--- config.mk ---
export PLATFORM = sky130hd
export DESIGN_NAME = can_crc15_serial
export DESIGN_NICKNAME = d
export VERILOG_FILES = /design/src/rtl/can_crc15_pkg.sv /design/src/rtl/can_crc15_step.sv /design/src/rtl/can_crc15_flag.sv /design/src/rtl/can_crc15_serial.sv
export SDC_FILE = /design/constraint.sdc
export NUM_CORES = 1
export LEC_CHECK = 0
export BUFFER_PORTS_ARGS = -buffer_cell sky130_fd_sc_hd__buf_2
export CAP_MARGIN = 10
export CORE_MARGIN = 2
export CORE_UTILIZATION = 30
export CTS_CLUSTER_DIAMETER = 120
export DETAILED_ROUTE_END_ITERATION = 12
export GPL_TIMING_DRIVEN = 1
export REMOVE_ABC_BUFFERS = 1
export SLEW_MARGIN = 20
export SYNTH_ARGS = -nofsm -noshare
export SYNTH_HDL_FRONTEND = slang
export SYNTH_SLANG_ARGS = --single-unit
--- constraint.sdc ---
create_clock -name clk -period 1.7 [get_ports clk]
set_input_delay 0.17 -clock clk [delete_from_list [all_inputs] [get_ports clk]]
set_output_delay 0.17 -clock clk [all_outputs]
set_load 0.05 [all_outputs]
--- src/rtl/can_crc15_pkg.sv ---
package can_crc15_pkg;
    localparam int          CRC_W    = 15;
    localparam logic [14:0] CRC_POLY = 15'h4599;

    typedef logic [CRC_W-1:0] crc_t;

    typedef struct packed {
        crc_t rem;
        logic par;
    } div_state_t;
endpackage

--- src/rtl/can_crc15_step.sv ---
module can_crc15_step #(
    parameter int              W    = 15,
    parameter logic [W-1:0]    POLY = 15'h4599
) (
    input  logic [W-1:0] rem_in,
    input  logic         din,
    output logic [W-1:0] rem_out
);
    logic          fb;
    logic [W-1:0]  shifted;

    always_comb begin
        fb      = din ^ rem_in[W-1];
        shifted = {rem_in[W-2:0], 1'b0};
        rem_out = fb ? (shifted ^ POLY) : shifted;
    end
endmodule

--- src/rtl/can_crc15_flag.sv ---
module can_crc15_flag #(
    parameter int W = 15
) (
    input  logic         clk,
    input  logic         rst_n,
    input  logic         clear,
    input  logic         strobe,
    input  logic         check_mode,
    input  logic [W-1:0] rem_next,
    output logic         error
);
    typedef struct packed {
        logic err;
    } flag_state_t;

    flag_state_t st_d, st_q;

    always_comb begin
        st_d = st_q;
        if (clear) begin
            st_d.err = 1'b0;
        end else if (strobe) begin
            st_d.err = check_mode && (rem_next != '0);
        end
    end

    always_ff @(posedge clk or negedge rst_n) begin
        if (!rst_n) st_q <= '0;
        else        st_q <= st_d;
    end

    assign error = st_q.err;

    AST_FLAG_HOLD: assert property (@(posedge clk) disable iff (!rst_n)
        (!clear && !strobe) |=> $stable(error));
    AST_FLAG_CLEAR: assert property (@(posedge clk) disable iff (!rst_n)
        clear |=> !error);
    AST_GEN_NO_ERR: assert property (@(posedge clk) disable iff (!rst_n)
        (strobe && !check_mode) |=> !error);
endmodule

--- src/rtl/can_crc15_serial.sv ---
module can_crc15_serial
    import can_crc15_pkg::*;
#(
    parameter int          W    = CRC_W,
    parameter logic [W-1:0] POLY = CRC_POLY
) (
    input  logic         clk,
    input  logic         rst_n,
    input  logic         frame_start,
    input  logic         bit_valid,
    input  logic         bit_in,
    input  logic         check_mode,
    input  logic         crc_end,
    output logic [W-1:0] crc_out,
    output logic         crc_error
);
    logic [W-1:0] rem_q, rem_d, rem_step;
    logic         par_q, par_d;

    can_crc15_step #(.W(W), .POLY(POLY)) u_step (
        .rem_in  (rem_q),
        .din     (bit_in),
        .rem_out (rem_step)
    );

    always_comb begin
        rem_d = rem_q;
        par_d = par_q;
        if (frame_start) begin
            rem_d = '0;
            par_d = 1'b0;
        end else if (bit_valid) begin
            rem_d = rem_step;
            par_d = par_q ^ bit_in;
        end
    end

    always_ff @(posedge clk or negedge rst_n) begin
        if (!rst_n) begin
            rem_q <= '0;
            par_q <= 1'b0;
        end else begin
            rem_q <= rem_d;
            par_q <= par_d;
        end
    end

    can_crc15_flag #(.W(W)) u_flag (
        .clk        (clk),
        .rst_n      (rst_n),
        .clear      (frame_start),
        .strobe     (crc_end),
        .check_mode (check_mode),
        .rem_next   (rem_d),
        .error      (crc_error)
    );

    assign crc_out = rem_q;

    AST_CLEAR_ZERO: assert property (@(posedge clk) disable iff (!rst_n)
        frame_start |=> (crc_out == '0));
    AST_IDLE_HOLD: assert property (@(posedge clk) disable iff (!rst_n)
        (!frame_start && !bit_valid) |=> $stable(crc_out));
    AST_PARITY_MATCH: assert property (@(posedge clk) disable iff (!rst_n)
        (^crc_out) == par_q);
endmodule

==> results_dict.tcl <==
set metrics [dict create \
    cts.sinks 16 \
    skew_ps 5.63 \
    die_area_um2 3380 \
    worst_slack_ps -18.8 \
    cp.depth 5 \
    die_y_um 58.1 \
    comb_power_share_pct 31.3 \
    slew_viol_final 0 \
    clock_latency_ps 290 \
    p_int_mw 0.652 \
    cp_slowest_stage_delay_ps 520 \
    ir_worst_vdd_uv 482 \
    fmax_mhz 582 \
    p_sw_mw 0.353 \
    area.sequential_um2 400 \
    period_share_pct 101 \
    numCtsBuffers 3 \
    p_per_area_nw_per_um2 889 \
    start_util_pct 31.9 \
    crit_path_max_fanout 4 \
    p_clk_share_pct 25.3 \
    grt_max_degree 17 \
    drt_iter0_markers 20 \
    clock_path_buffers 2 \
    io_buffers 22 \
    hold_depth 2 \
    ctsHtreeMaxLevel 1 \
    worstMarginPinSlew_ps 370 \
    maxCapViolations 0 \
    grt_pass1_vias 744 \
    stdcell_area_um2 1130 \
    place_hpwl_um 1590 \
    outcome "complete, but fails checks" \
    routed_wl_um 2130 \
    vias 762 \
    die_w_um 58.1 \
    switching_share_pct 35.1 \
    crit_chain "xor2_2 > or4b_4 > o221ai_2 > nand4_1 > o41a_1" \
    finalSetupViolCount 1 \
    drcViolationCount 0 \
    critPathCaptureType "flop" \
    clockRootBuffer "clkbuf_4" \
    overflow 0 \
    crit_family "simple AND/OR/NAND/NOR gates" \
    min_path_type "primary input to flop" \
    syn_to_final_growth_pct 28.8 \
    ys_ff_latch 16 \
    critPathLaunch "crc_out[14]$_DFF_PN0_" \
    antenna_cells 0 \
    hold_viol 0 \
    routedLengthMet1_um 974 \
    rr_startpoint "crc_out[14]$_DFF_PN0_" \
    period_needed_ps 1720 \
    violations "negative setup slack" \
    dp_cells 140 \
    total_power_mw 1.01 \
    power_frac_seq_pct 43.3 \
    start_kind "flop" \
    grt_pass1_wl_um 3560 \
    dr.pass1.iters 4 \
    routed.top_layer "met4" \
    wl_met3_um 152 \
    multi_input_area_um2 468 \
    cts.clk_slew.worst_paths_ps 100 \
    syn_area_um2 878 \
    p_leak_nw 0.580 \
    crit_buf_inv 0 \
    grt_antenna_before_repair 0 \
    top_level_ports 23 \
    r2r_cells 5 \
    fin_cells 145 \
    wire_per_inst_um 14.7 \
    grt_usage_pct 13.7 \
    yosys.cell_types.count 25 \
    synth_seq_area_share_pct 45.6 \
    max_slew_margin_pct 75.4 \
    cp_data_required_time_ps 1880 \
    place_ws_ps 1.62 \
    hp-start "frame_start" \
    routed_via_density 5.26 \
    core_area_um2 2760 \
    fillers 273 \
    post_cts_buffers 0 \
    ys_warn_count 0 \
    routed-wl-met2_um 985 \
    place_area_um2 1070 \
    final_layout_size_suffix_gt1_share_pct 35.1 \
    cts_tree "done" \
    routabilityCongestion 0.775 \
    final_nets 122 \
    syn_inst 82 \
    path_class "flop to flop" \
    critical-path-slowest-cell "or4b_4" \
    ant_nets 0 \
    cp.arrival_ps 1900 \
    rows 19 \
    syn_area_per_cell_um2 10.7 \
    rsz0062_at_grt "true" \
]
==> placed cells by master (no fill, tap or decap), drive strengths merged <==
cell,count
nand4,3
a31oi,1
or4b,2
o221ai,1
dlygate4sd3,1
buf,31
mux2i,14
o22ai,1
o211ai,1
nor4,2
xnor2,6
nor2,17
nand3,1
nor3,2
clkbuf,4
nand2,3
dfrtp,16
xor2,3
or3,1
nor3b,1
o41a,1
a211oi,1
o21ai,1
==> per-layer routing <==
metal / vias up / track usage (%)
met5: - / 0
met4: 0 / 4.98
met3: 2 / 2.68
met2: 33 / 22.1
met1: 369 / 18.3
li1: 358 / -
==> final cells by class <==
cell class / instances / share of cell area [%]
Clock buffer: 4 / 3.21
Sequential cell: 16 / 35.4
Tap cell: 31 / 3.43
Multi-Input combinational cell: 62 / 41.4
Timing Repair Buffer: 32 / 16.6
==> synthesized netlist by cell type <==
cell	count	share of area [%]
a211oi_1	1	0.86
a31oi_1	1	0.71
buf_2	1	0.57
buf_6	1	1.3
clkbuf_1	1	0.43
clkbuf_4	1	0.86
dfrtp_1	16	46
mux2i_1	14	16
nand2_1	3	1.3
nand3_1	1	0.57
nand4_1	3	2.1
nor2_1	17	7.3
nor3_1	2	1.1
nor3b_1	1	0.86
nor4_1	2	1.4
o211ai_2	1	1.4
o21ai_0	1	0.57
o221ai_1	1	1.0
o22ai_1	1	0.71
o41a_1	1	1.3
or3_1	1	0.71
or4b_1	2	2.3
xnor2_1	5	5.0
xnor2_4	1	3.1
xor2_1	3	3.0
==> stage by stage <==
| stage | utilization [%] | TNS, ps | hold slack (ps) |
|---|---|---|---|
| 2_1_floorplan | - | -351 | -126 |
| 4_1_cts | 40.4 | -22.5 | 136 |
| 6_report | 41.0 | -18.8 | 142 |
| 3_3_place_gp | 38.7 | 0 | 107 |
| 5_1_grt | 41.0 | -73.9 | 138 |
| 3_5_place_dp | 38.7 | 0 | 106 |
==> timing repair <==
| item | in CTS | in global routing |
|---|---|---|
| hold endpoints to repair | 16 | 0 |
| setup endpoints to repair | 1 | 1 |
| resized for setup | 0 | 3 |
| pin swaps | 0 | 3 |
| hold buffers | 1 | 0 |
==> state kept, by name (all words and copies together), names as in the netlist <==
name / flops
crc_out: 15
u_flag.error: 1
==> final timing paths <==
path	end	slack, ps
max	u_flag.error$_DFFE_PN0P_	-20
min	crc_out[0]$_DFF_PN0_	140
max reg2reg	u_flag.error$_DFFE_PN0P_	-20
min reg2reg	crc_out[11]$_DFF_PN0_	590
max in group asynchronous	crc_out[5]$_DFF_PN0_	1120
min in group asynchronous	crc_out[13]$_DFF_PN0_	310
==> power groups by stage <==
stage          logic [mW]  registers, mW  clock network [mW]
2_1_floorplan       0.111          0.530                   0
6_report            0.315          0.436               0.255
4_1_cts             0.311          0.434               0.259
3_5_place_dp        0.308          0.442                   0
5_1_grt             0.337          0.441               0.283
3_3_place_gp        0.303          0.441                   0
==> cells by family (layout without fill, tap and decap cells) <==
kind of cell           after synthesis  count (layout)  synth area share, %
multiplexers                        14              14                 16.0
flip-flops                          16              16                 45.6
AND/OR/NAND/NOR                     32              32                 17.7
XOR/XNOR                             9               9                 11.1
buffers and inverters                4              36                 3.13
AO/OA/AOI/OAI                        7               7                 6.55
No activity file was read; power rests on OpenSTA's default activity.
